$ cat src/rtl/alu_fc_pkg.sv
package alu_fc_pkg;

    localparam int DATA_W    = 32;
    localparam int NUM_SIZES = 3;
    localparam int BASE_W    = 8;
    localparam int CODE_W    = 4;

    typedef enum logic [1:0] {
        OP_ADD  = 2'd0,
        OP_SUB  = 2'd1,
        OP_CMP  = 2'd2,
        OP_CMPX = 2'd3
    } op_e;

    typedef struct packed {
        logic ovf;
        logic sgn;
        logic zero;
        logic aux;
        logic par;
        logic cry;
    } flags_t;

    localparam int FLAG_W = $bits(flags_t);

    typedef enum logic [2:0] {
        CB_OVF = 3'd0,
        CB_BLW = 3'd1,
        CB_EQ  = 3'd2,
        CB_BLE = 3'd3,
        CB_SGN = 3'd4,
        CB_PAR = 3'd5,
        CB_LT  = 3'd6,
        CB_LE  = 3'd7
    } cond_base_e;

endpackage

$ cat src/rtl/alu_fc_arith.sv
module alu_fc_arith
    import alu_fc_pkg::*;
#(
    parameter int W     = DATA_W,
    parameter int NSIZE = NUM_SIZES
) (
    input  logic [W-1:0] a,
    input  logic [W-1:0] b,
    input  logic         sub,
    input  logic [1:0]   size,
    output logic [W-1:0] res,
    output flags_t       fl
);

    localparam logic [1:0] TOP_SEL = 2'(NSIZE - 1);

    logic [W-1:0] lane_res [NSIZE];
    flags_t       lane_fl  [NSIZE];
    logic [1:0]   sel;

    for (genvar s = 0; s < NSIZE; s++) begin : g_lane
        localparam int LW = BASE_W << s;
        logic [LW:0] ext;

        always_comb begin
            if (sub) ext = {1'b0, a[LW-1:0]} - {1'b0, b[LW-1:0]};
            else     ext = {1'b0, a[LW-1:0]} + {1'b0, b[LW-1:0]};
            lane_res[s]     = W'(ext[LW-1:0]);
            lane_fl[s].cry  = ext[LW];
            lane_fl[s].sgn  = ext[LW-1];
            lane_fl[s].zero = (ext[LW-1:0] == '0);
            lane_fl[s].aux  = a[4] ^ b[4] ^ ext[4];
            lane_fl[s].par  = ~^ext[7:0];
            if (sub) lane_fl[s].ovf = (a[LW-1] ^ b[LW-1]) & (ext[LW-1] ^ a[LW-1]);
            else     lane_fl[s].ovf = ~(a[LW-1] ^ b[LW-1]) & (ext[LW-1] ^ a[LW-1]);
        end
    end

    always_comb begin
        sel = (size > TOP_SEL) ? TOP_SEL : size;
        res = lane_res[sel];
        fl  = lane_fl[sel];
    end

endmodule

$ cat src/rtl/alu_fc_cond.sv
module alu_fc_cond
    import alu_fc_pkg::*;
(
    input  flags_t            fl,
    input  logic [CODE_W-1:0] code,
    output logic              hit
);

    logic       base;
    cond_base_e kind;

    always_comb begin
        kind = cond_base_e'(code[CODE_W-1:1]);
        unique case (kind)
            CB_OVF:  base = fl.ovf;
            CB_BLW:  base = fl.cry;
            CB_EQ:   base = fl.zero;
            CB_BLE:  base = fl.cry | fl.zero;
            CB_SGN:  base = fl.sgn;
            CB_PAR:  base = fl.par;
            CB_LT:   base = fl.sgn ^ fl.ovf;
            CB_LE:   base = fl.zero | (fl.sgn ^ fl.ovf);
            default: base = 1'b0;
        endcase
        hit = base ^ code[0];
    end

endmodule

$ cat src/rtl/alu_flag_cond.sv
module alu_flag_cond
    import alu_fc_pkg::*;
(
    input  logic              clk,
    input  logic              rst_n,
    input  logic [31:0]       op_a,
    input  logic [31:0]       op_b,
    input  logic [1:0]        op_sel,
    input  logic [1:0]        op_size,
    input  logic              flag_we,
    input  logic [3:0]        cond_code,
    output logic [31:0]       result,
    output logic [5:0]        flags,
    output logic              cond_true
);

    typedef struct packed {
        logic [DATA_W-1:0] res;
        flags_t            fl;
    } state_t;

    state_t            state_d, state_q;
    logic [DATA_W-1:0] alu_res;
    flags_t            alu_fl;
    op_e               op;

    assign op = op_e'(op_sel);

    alu_fc_arith #(.W(DATA_W), .NSIZE(NUM_SIZES)) u_arith (
        .a    (op_a),
        .b    (op_b),
        .sub  (op != OP_ADD),
        .size (op_size),
        .res  (alu_res),
        .fl   (alu_fl)
    );

    always_comb begin
        state_d = state_q;
        if (flag_we) begin
            state_d.fl = alu_fl;
            if (op == OP_ADD || op == OP_SUB) state_d.res = alu_res;
        end
    end

    always_ff @(posedge clk or negedge rst_n) begin
        if (!rst_n) state_q <= '0;
        else        state_q <= state_d;
    end

    alu_fc_cond u_cond (
        .fl   (state_q.fl),
        .code (cond_code),
        .hit  (cond_true)
    );

    assign result = state_q.res;
    assign flags  = state_q.fl;

endmodule

$ cat config.mk
export PLATFORM = sky130hd
export DESIGN_NAME = alu_flag_cond
export DESIGN_NICKNAME = d
export VERILOG_FILES = /design/src/rtl/alu_fc_pkg.sv /design/src/rtl/alu_fc_arith.sv /design/src/rtl/alu_fc_cond.sv /design/src/rtl/alu_flag_cond.sv
export SDC_FILE = /design/constraint.sdc
export NUM_CORES = 1
export LEC_CHECK = 0
export ABC_AREA = 1
export BUFFER_PORTS_ARGS = -buffer_cell sky130_fd_sc_hd__buf_2
export CAP_MARGIN = 10
export CORE_ASPECT_RATIO = 1.1
export CORE_MARGIN = 2
export CORE_UTILIZATION = 35
export CTS_BUF_LIST = sky130_fd_sc_hd__clkbuf_4
export CTS_CLUSTER_SIZE = 25
export DETAILED_ROUTE_END_ITERATION = 16
export PLACE_DENSITY = 0.62
export SETUP_SLACK_MARGIN = 0.15
export SYNTH_ARGS = -nofsm -noshare
export SYNTH_HDL_FRONTEND = slang
export SYNTH_HIERARCHICAL = 1
export SYNTH_SLANG_ARGS = --single-unit
$ cat constraint.sdc
create_clock -name clk -period 2.6 [get_ports clk]
set_clock_uncertainty 0.1 [all_clocks]
set_input_delay 0.78 -clock clk [delete_from_list [all_inputs] [get_ports clk]]
set_output_delay 0.78 -clock clk [all_outputs]
set_load 0.05 [all_outputs]
## After elaboration in Yosys (flattened, before gate mapping)

Cells that the tools add are included.

| storage, ports and cells | value |
|---|---|
| ROM bits | 0 |
| register bits after elaboration | 38 |
| bits in latches | 0 |
| RAM bits | 0 |
| logic and storage cells | 72 |
| bits of input ports | 75 |
| memories | 0 |

| cells by class | value |
|---|---|
| divide/modulo/power cells | 0 |
| bitwise logic cells | 24 |
| order comparisons | 2 |
| shift operators | 0 |
| equal/unequal tests | 8 |
| reduce and logical (&&, ||, !) cells | 11 |
| multiplexer cells | 14 |
| add/subtract/negate cells | 6 |
| $mul | 0 |

Operators with widths:

| kind | count |
|---|---|
| binary-select mux 32 bit (select 2 bit) | 1 |
| two-way mux 32 bit | 2 |
| adder 32 x 32 -> 33 bit | 1 |
| two-way mux 33 bit | 1 |
| subtractor 32 x 32 -> 33 bit | 1 |
| zero test 32 bit | 1 |
| XNOR reduction 8 bit | 3 |
| adder 16 x 16 -> 17 bit | 1 |
| two-way mux 17 bit | 1 |
| subtractor 16 x 16 -> 17 bit | 1 |
| zero test 16 bit | 1 |
| binary-select mux 6 bit (select 2 bit) | 1 |
| == test 3 bit, second input constant | 4 |
| two-way mux 6 bit | 2 |
| bitwise XOR 1 bit | 12 |
| adder 8 x 8 -> 9 bit | 1 |
| two-way mux 9 bit | 1 |
| subtractor 8 x 8 -> 9 bit | 1 |
| zero test 8 bit | 1 |
| one-hot mux 1 bit (8 select lines) | 1 |
| AND 1 bit | 6 |
| == test 3 x 2 -> 1 bit, second input constant | 2 |
| == test 3 x 1 -> 1 bit, second input constant | 1 |
| greater-or-equal comparator 3 bit, second input constant | 1 |
| other kinds (12) | 17 |

## Longest topological paths before layout

Gate-level depths: netlist of the first run.

| logic depth | value |
|---|---|
| word-level depth | 8 |
| mapped depth | 28 |
| mapped depth without buffers | 28 |

## Modules after synthesis

Netlist of the first run, hierarchy kept.

By module, submodules not included:

| module | cells an instance | sequential area each (um^2) | times used | area each (um^2) |
|---|---|---|---|---|
| alu_fc_arith | 795 | 0.0 | 1 | 3920.0 |
| alu_flag_cond | 166 | 950.9 | 1 | 1534.0 |
| alu_fc_cond | 24 | 0.0 | 1 | 100.1 |

## Worst setup path after synthesis of the first run

No wires, ideal clock.

| timing | value |
|---|---|
| kind | input port to flip-flop |
| from | input op_sel[0] |
| to | register state_q, in the netlist flags[3] |
| arrival time | 3814 ps |
| slack | -1441 ps |
| cell stages on the path | 26 |
| path buffers | 3 |
| path through | or2_2 > buf_2 > inv_1 > buf_2 > clkbuf_1 > nand2_1 > xnor2_1 > inv_1 > ha_1 > nand2_1 > inv_1 > a21oi_1 > nand2_2 > xor2_1 > inv_1 > ha_1 > nand2_1 > nor2_1 > nand2_1 > nor2_1 > nand3_1 > nor2_1 > nand3_1 > nand2_1 > nand2_1 > o21ai_0 |

RTL lines:

| element | RTL line | RTL |
|---|---|---|
| start, declared | alu_flag_cond.sv:8 | `input logic [1:0] op_sel,` |
| end signal, assigned | alu_flag_cond.sv:48 | `else state_q <= state_d;` |
| end, declared | alu_flag_cond.sv:22 | `state_t state_d, state_q;` |

==> flow_summary.yaml, run 1 <==
clocking:
  clk_latency_ps: 340
  tritoncts: "done"
  cts.sinks: 38
  clockRootBuffer: "clkbuf_4"
  numCtsBuffers: 5
  clk_pin_slew_worst_paths_ps: 110
  cts_buffer_depth: 2
  htree_levels: 2
timing:
  slew_headroom_pct: 45.1
  finalHoldViolCount: 0
  report.final.slew_viol_count: 0
  setup_tns_ps: -23490
  setup_viol: 34
  worst_slack_ps: -1060
  worstMarginPinSlew_ps: 823
  rsz0062_at_grt: "true"
  post-route-min-period_ps: 3660
  post-route-period-util_pct: 141
  fmax_mhz: 273
synthesis:
  syn_inst: 985
  yosysTopAreaCellShare_pct: 25.0
  synth_top_area_cell: "nand2_1"
  ys_seq_elements: 38
  synth_top_cells_by_count: "nand2_1 (370), inv_1 (165), nor2_1 (97)"
  synth_most_common_cell: "nand2_1"
  synthTopCellsByArea: "nand2_1 (25%), dfrtp_1 (17%), inv_1 (11%)"
  synth.yosys.seq_area_share_pct: 17.1
  synth_cell_types: 40
  yosysWarnings: 6
  synthesis.nets: 1099
  netlist_area_um2: 5550
  synth.avg_cell_area_um2: 5.64
  synth-async-reset-ratio_pct: 100
  synth_edf_count: 0
  synth_ff_type: "dfrtp_1"
detailed_routing:
  viasPerCell: 4.68
  dr_wl_met2_mm: 10.1
  postRouteAntennaNets: 0
  highest_layer: "met4"
  wl_met1_mm: 8.83
  dr.first_iter.drc_count: 262
  totalWireLength_mm: 20.1
  met3WireLength_um: 811
  drc: 0
  wl_per_cell_um: 13.1
  vias: 7172
  dr.pass1.iters: 5
global_routing:
  grt_pass1_vias: 6560
  grt_pass1_wl_mm: 30.6
  antenna_found_initial: 1
  grt-ovfl-total: 0
  grt_max_degree: 39
  grt.total_usage_pct: 22.8
die:
  start_util_pct: 35.6
  rows: 48
  core_um2: 15600
  dieHeight_um: 136
  dieArea_um2: 16900
  die_w_um: 124
  ioPinCount: 114
pwr:
  power_density_nw_per_um2: 485
  peakVddDrop_mv: 0.199
  p_leak_nw: 5.31
  p_total_mw: 4.82
status:
  outcome: "complete, but fails checks"
  violations: "negative setup slack"
setup_path:
  worst_setup_path_end_kind: "flip-flop"
  worstPathRequired_ps: 2790
  critical_path_class: "in -> reg"
  cp_slowest_cell: "ha_1"
  slowest_delay_ps: 360
  cp_max_fo: 4
  cp_data_arrival_time_ps: 3850
  start_kind: "primary input"
  crit_top_cell: "nand2_1"
finish:
  drive_gt1_share_pct: 53.6
  fin_nets: 1446
  syn_to_final_growth_pct: 79.0
worst_hold_path:
  worstHoldPathType: "reg -> reg"
job:
  drv_cap: 0
placement:
  dp_hpwl_mm: 16.0
  port_buffers: 113
  finalWeightedCongestion: 0.934
report_power, final:
group / internal (mW) / switching [mW]
clock network: 0.123 / 0.182
registers: 0.717 / 0.0711
logic: 1.61 / 2.12
total: 2.45 / 2.37
placed cells by master, fill, tap and decap left out, drive strengths merged, types with 2 or more instances in the layout:
cell type / n
a21oi: 37
a21boi: 2
a31oi: 4
nor3: 10
nand3b: 4
nand3: 77
dfrtp: 38
nor4: 6
o21ai: 24
nand2: 382
xor2: 21
xnor2: 25
clkbuf: 7
clkinv: 4
ha: 37
o2111ai: 2
o211ai: 2
fa: 2
buf: 357
nor2: 101
or2: 2
o21bai: 2
inv: 168
nand4: 14
through the flow:
stage	std cells	hold slack [ps]	setup slack [ps]	cell area, um2	utilization [%]
floorplan	985	384	-916	5990	-
global placement	1471	349	-1510	8090	51.8
detailed placement	1471	355	-1560	8090	51.8
CTS	1504	381	-1110	8920	57.1
global route	1533	403	-1280	9940	63.7
finish	1533	375	-1060	9940	63.7
critical path, delay by kind of cell:
| family | cells | cell delay [ps] |
|---|---|---|
| compound gates | 3 | 410 |
| fa+ha+maj | 2 | 500 |
| buf+inv | 4 | 390 |
| simple gates | 16 | 1630 |
| xor+xnor | 1 | 130 |
path summary, 6_finish.rpt:
kind	from	end	slack, ps	depth (start not counted)
worst min-delay path	result[19]$_DFFE_PN0P_	result[19]$_DFFE_PN0P_	380	2
worst max register to register	flags[3]$_DFFE_PN0P_	flags[3]$_DFFE_PN0P_	1820	2
worst max-delay path	op_b[0]	flags[3]$_DFFE_PN0P_	-1060	26
min in group asynchronous	rst_n	result[1]$_DFFE_PN0P_	410	1
max in group asynchronous	rst_n	result[21]$_DFFE_PN0P_	1450	1
worst min register to register	result[19]$_DFFE_PN0P_	result[19]$_DFFE_PN0P_	380	2
kinds of logic (layout without fill, tap and decap cells):
logic type	after synthesis	after routing	share of synthesized area, %
buf+inv	190	537	13.7
simple gates	597	597	45.1
other cells	0	1	0
fa+ha+maj	39	39	9.06
flops	38	38	17.1
xor+xnor	46	46	7.25
compound gates	75	75	7.73
metal layers:
metal / up-vias / global-route usage, %
li1: 3741 / -
met1: 3232 / 29.8
met2: 175 / 40.9
met3: 24 / 1.09
met4: 0 / 5.18
met5: - / 0
repair_timing:
item / in CTS / in global routing
hold buffers: 0 / 0
endpoints found under the hold margin: 0 / 0
pin swaps: 111 / 184
buffers inserted: 26 / 28
endpoints found under the setup margin: 36 / 37
gates resized for setup: 158 / 227
cell type report:
class	count	area (um2)
Fill cell	1397	5670
Multi-Input combinational cell	757	5360
Timing Repair Buffer	357	2620
Sequential cell	38	951
Inverter	173	708
Tap cell	200	250
Clock buffer	7	52.6
Antenna cell	1	2.50
sequential cells by signal, indices dropped and copies added (netlist names):
| name | count |
|---|---|
| result | 32 |
| flags | 6 |
No activity file was read; power rests on OpenSTA's default activity.
==> run 2, diff against run 1 <==
ABC_AREA = 0   (was 1)
CORE_MARGIN = 8   (was 2)
MAX_ROUTING_LAYER = met4   (was not set)
PLACE_DENSITY = 0.63   (was 0.62)
==> flow_summary.yaml, run 2 <==
finish:
  utilization_pct: 67.2
  largest_reg_flops: 32
  stdcell_count: 1129
  final_common_cell: "buf_4"
  fin_area_um2: 9230
  syn_to_final_growth_pct: 88.7
  fin_nets: 1053
  drive_gt1_share_pct: 65.4
  fillCellCount: 1094
  final_cell_mix: "buf_4 (210), buf_2 (101), buf_6 (59)"
placement:
  dp_hpwl_mm: 14.1
  placed_cell_area_um2: 7480
  place_ws_ps: -2380
  port_buffers: 113
  finalWeightedCongestion: 0.929
  place_inst: 1062
synthesis:
  synth_cell_types: 72
  syn_inst: 578
  synth_top_area_cell: "dfrtp_1"
  synthesis.nets: 692
  yosysTopAreaCellShare_pct: 19.4
  synth_edf_count: 0
  synthTopCellsByArea: "dfrtp_1 (19%), ha_1 (9.5%), mux2_4 (9.2%)"
  synth.yosys.seq_area_share_pct: 19.4
  synth.avg_cell_area_um2: 8.46
  synth-async-reset-ratio_pct: 100
  synth_most_common_cell: "nor2_1"
  synth_top_cells_by_count: "nor2_1 (55), xnor2_1 (46), a21oi_1 (42)"
  netlist_area_um2: 4890
  synth_ff_type: "dfrtp_1"
  yosysWarnings: 6
  ys_seq_elements: 38
clocking:
  cts.sinks: 38
  htree_levels: 2
  numCtsBuffers: 5
  ctsHoldBuffers: 0
  clk_pin_slew_worst_paths_ps: 110
  clockRootBuffer: "clkbuf_4"
  tritoncts: "done"
  cts_buffer_depth: 2
  clk_latency_ps: 340
timing:
  setup_viol: 35
  finalHoldViolCount: 0
  rsz0062_at_grt: "true"
  post-route-period-util_pct: 171
  timing.hold.ws_ps: 411
  fmax_mhz: 225
  worst_slack_ps: -1840
  post-route-min-period_ps: 4440
  worstMarginPinSlew_ps: 804
  report.final.slew_viol_count: 0
  slew_headroom_pct: 46.4
  setup_tns_ps: -36160
die:
  die_w_um: 129
  core_um2: 13700
  rows: 45
  start_util_pct: 35.6
  dieArea_um2: 18000
  dieHeight_um: 140
  ioPinCount: 114
pwr:
  p_sw_mw: 2.42
  power_frac_comb_pct: 75.8
  p_int_mw: 2.96
  p_total_mw: 5.39
  power_density_nw_per_um2: 583
  clkPwrFrac_pct: 7.6
  seq_power_share_pct: 16.6
  p_sw_share_pct: 45.0
  peakVddDrop_mv: 0.275
  p_leak_nw: 4.32
detailed_routing:
  vias: 5703
  postRouteAntennaNets: 0
  drc: 0
  totalWireLength_mm: 18.3
  dr.pass1.iters: 5
  wl_per_cell_um: 16.2
  viasPerCell: 5.05
  dr.first_iter.drc_count: 347
global_routing:
  gr-usage-met3_pct: 1.63
  busiest_layer: "met2"
  grt_pass1_wl_mm: 28.5
  antenna_found_initial: 1
  grt-ovfl-total: 0
  met2_usage_pct: 32.3
  use_met1_pct: 24.8
  grt.total_usage_pct: 19.6
  grt_max_degree: 39
  grt_pass1_vias: 5930
setup_path:
  cp_data_arrival_time_ps: 4620
  start_kind: "primary input"
  worstPathRequired_ps: 2790
  worst_setup_path_end_kind: "flip-flop"
  critical_path_class: "in -> reg"
  cp_max_fo: 4
status:
  violations: "negative setup slack"
  outcome: "complete, but fails checks"
worst_hold_path:
  worstHoldPathType: "in -> async"
job:
  drv_cap: 0
[run 2: routing by layer]
metal / vias to the layer above / wire length [um]
li1: 2839 / -
met5: - / 0
met2: 132 / 9040
met3: 22 / 756
met1: 2710 / 8150
met4: 0 / 372
[run 2: final timing paths]
check	from	end	slack, ps	cells past startpoint
max	op_b[1]	flags[3]$_DFFE_PN0P_	-1840	21
min	rst_n	result[0]$_DFFE_PN0P_	410	1
max reg2reg	flags[4]$_DFFE_PN0P_	flags[4]$_DFFE_PN0P_	1670	1
min reg2reg	result[6]$_DFFE_PN0P_	result[6]$_DFFE_PN0P_	420	1
max in group asynchronous	rst_n	result[15]$_DFFE_PN0P_	1470	1
min in group clk	result[6]$_DFFE_PN0P_	result[6]$_DFFE_PN0P_	420	1
[run 2: critical path, stage by stage]
cell      delay (ps)
buf_12           110
inv_12            40
ha_4             110
nor3b_4          220
and2_4           220
nand3_4           90
nor3_4           180
a21oi_2           90
xnor2_1          120
ha_1             350
a21oi_4          240
buf_4            140
o221ai_1          90
a21oi_1          210
o21bai_2         110
or3_1            380
mux2i_2          230
o22ai_1          110
or4_1            470
o21ai_1          150
mux2_2           160
[run 2: cell families (layout without fill, tap and decap cells)]
logic type	count (synthesis)	count (layout)	synth area share, %
compound gates	157	157	22.0
xor+xnor	63	63	11.3
fa+ha+maj	39	39	10.3
buf+inv	51	413	5.76
flops	38	38	19.4
mux	44	44	12.3
other cells	0	1	0
simple gates	186	186	18.9
[run 2: cell type report]
type / instances / area [um2] / area share [%]
Multi-Input combinational cell: 489 / 4920 / 53.3
Timing Repair Buffer: 380 / 2920 / 31.6
Sequential cell: 38 / 951 / 10.3
Tap cell: 188 / 235 / 2.55
Inverter: 25 / 114 / 1.23
Clock buffer: 7 / 52.6 / 0.569
Clock inverter: 1 / 30.0 / 0.325
Antenna cell: 1 / 2.50 / 0.0271
[run 2: power by group through the flow]
| stage | clock network, mW | registers (mW) | logic (mW) |
|---|---|---|---|
| 2_1_floorplan | 0 | 1.52 | 1.44 |
| 3_3_place_gp | 0 | 0.899 | 3.17 |
| 3_5_place_dp | 0 | 0.905 | 3.23 |
| 4_1_cts | 0.421 | 0.898 | 3.64 |
| 5_1_grt | 0.446 | 0.917 | 4.31 |
| 6_report | 0.408 | 0.895 | 4.08 |
[run 2: repair_timing]
item | CTS | global route
pin swaps | 103 | 55
gates resized for setup | 140 | 108
setup buffers | 43 | 15
endpoints found under the setup margin | 36 | 36
==> run 3, diff against run 2 <==
BUFFER_PORTS_ARGS = -buffer_cell sky130_fd_sc_hd__buf_4   (was -buffer_cell sky130_fd_sc_hd__buf_2)
TNS_END_PERCENT = 30   (was not set)
==> flow_summary.yaml, run 3 (synthesized netlist as in run 2, its figures left out) <==
status:
  outcome: "complete, but fails checks"
  violations: "negative setup slack"
finish:
  largest_reg_flops: 32
  fin_nets: 1034
  multiInputGateArea_um2: 4320
  drive_gt1_share_pct: 57.3
  final_cell_mix: "buf_4 (327), nor2_1 (48), xnor2_1 (42)"
  final_common_cell: "buf_4"
  fillCellCount: 1219
  syn_to_final_growth_pct: 75.2
  seq_area_um2: 951
  fin_area_um2: 8570
timing:
  post-route-min-period_ps: 4550
  finalHoldViolCount: 0
  post-route-period-util_pct: 175
  report.final.slew_viol_count: 0
  slew_headroom_pct: 62.2
  rsz0062_at_grt: "true"
  worstMarginPinSlew_ps: 565
  setup_viol: 36
  worst_slack_ps: -1950
  fmax_mhz: 220
  setup_tns_ps: -35480
pwr:
  clkPwrFrac_pct: 8.4
  power_frac_comb_pct: 73.5
  p_leak_nw: 4.09
  p_sw_mw: 2.26
  peakVddDrop_mv: 0.305
  power_density_nw_per_um2: 585
  seq_power_share_pct: 18.1
  p_sw_share_pct: 45.2
  p_int_mw: 2.75
clocking:
  ctsHoldBuffers: 0
  clk_latency_ps: 350
  clk_pin_slew_worst_paths_ps: 120
  numCtsBuffers: 5
  cts_buffer_depth: 2
  htree_levels: 2
  cts.sinks: 38
  clockRootBuffer: "clkbuf_4"
  tritoncts: "done"
die:
  die_w_um: 129
  ioPinCount: 114
  dieHeight_um: 140
  core_um2: 13700
  start_util_pct: 35.6
  rows: 45
  dieArea_um2: 18000
worst_hold_path:
  worstHoldPathType: "in -> async"
detailed_routing:
  postRouteAntennaNets: 0
  drc: 0
  wl_per_cell_um: 16.1
  totalWireLength_mm: 17.9
  viasPerCell: 5.01
  dr.pass1.iters: 4
  vias: 5562
  dr.first_iter.drc_count: 225
setup_path:
  start_kind: "primary input"
  cp_data_arrival_time_ps: 4750
  critPathLaunch: "op_b[17]"
  worst_setup_path_end_kind: "flip-flop"
  critical_path_class: "in -> reg"
  cp_max_fo: 3
  worstPathRequired_ps: 2800
  r2r_start: "flags[3]$_DFFE_PN0P_"
job:
  drv_cap: 0
placement:
  placed_cell_area_um2: 7570
  finalWeightedCongestion: 0.886
  place_ws_ps: -2450
  dp_hpwl_mm: 14.2
  port_buffers: 113
global_routing:
  grt_max_degree: 39
  grt-ovfl-total: 0
  grt.total_usage_pct: 19.8
  grt_pass1_vias: 5910
  antenna_found_initial: 1
  grt_pass1_wl_mm: 28.8
-- run 3: power groups by stage --
stage                     Sequential, mW  Clock [mW]  Combinational (mW)
after floorplan                     1.52           0                1.36
after global placement             0.912           0                3.22
after detailed placement           0.915           0                3.30
after CTS                          0.910       0.439                3.55
after global routing               0.928       0.464                3.92
final                              0.905       0.421                3.69
-- run 3: path summary, 6_finish.rpt --
| check | to | slack (ps) | cells after the start |
|---|---|---|---|
| worst min-delay path | result[0]$_DFFE_PN0P_ | 280 | 1 |
| worst max-delay path | flags[3]$_DFFE_PN0P_ | -1950 | 19 |
| max in group asynchronous | result[24]$_DFFE_PN0P_ | 1770 | 1 |
| min in group clk | result[26]$_DFFE_PN0P_ | 420 | 1 |
| worst max register to register | flags[3]$_DFFE_PN0P_ | 1670 | 1 |
| worst min register to register | result[26]$_DFFE_PN0P_ | 420 | 1 |
-- run 3: critical path, stage by stage --
cell and delay [ps]:
buf_8 100, nor3_4 200, nand2_2 90, or4_4 450, nor3_4 140, nand2b_1 140
nor2_4 160, nor2_1 70, xnor2_1 150, ha_1 360, nand2_4 80, or4_4 450
a2111oi_4 280, nor4_2 100, xor2_1 270, o2111ai_1 170, or4_1 440, o21ai_1 150
mux2_2 160
-- run 3: stage by stage --
stage	hold slack (ps)	std cells	power [mW]	utilization, %
3_5_place_dp	398	1060	4.21	55.1
6_report	280	1110	5.01	62.4
5_1_grt	291	1110	5.31	62.4
2_1_floorplan	384	578	2.88	-
3_3_place_gp	398	1060	4.14	55.1
4_1_cts	274	1102	4.90	60.6
-- run 3: layout make-up --
| type | instances | area share [%] |
|---|---|---|
| Multi-Input combinational cell | 489 | 50.4 |
| Timing Repair Buffer | 361 | 33.5 |
| Sequential cell | 38 | 11.1 |
| Tap cell | 188 | 2.74 |
| Inverter | 25 | 1.33 |
| Clock buffer | 7 | 0.613 |
| Clock inverter | 1 | 0.350 |
| Antenna cell | 1 | 0.0292 |
-- run 3: layer usage --
layer | track usage [%] | routed length, um
met1 | 24.5 | 7970
met4 | 5.08 | 295
met5 | - | 0
met3 | 1.48 | 677
met2 | 33.9 | 8980
-- run 3: what timing repair did --
| action | CTS | global route |
|---|---|---|
| endpoints found under the setup margin | 38 | 37 |
| setup buffers | 34 | 7 |
| resized for setup | 100 | 42 |
| pin swaps | 56 | 33 |
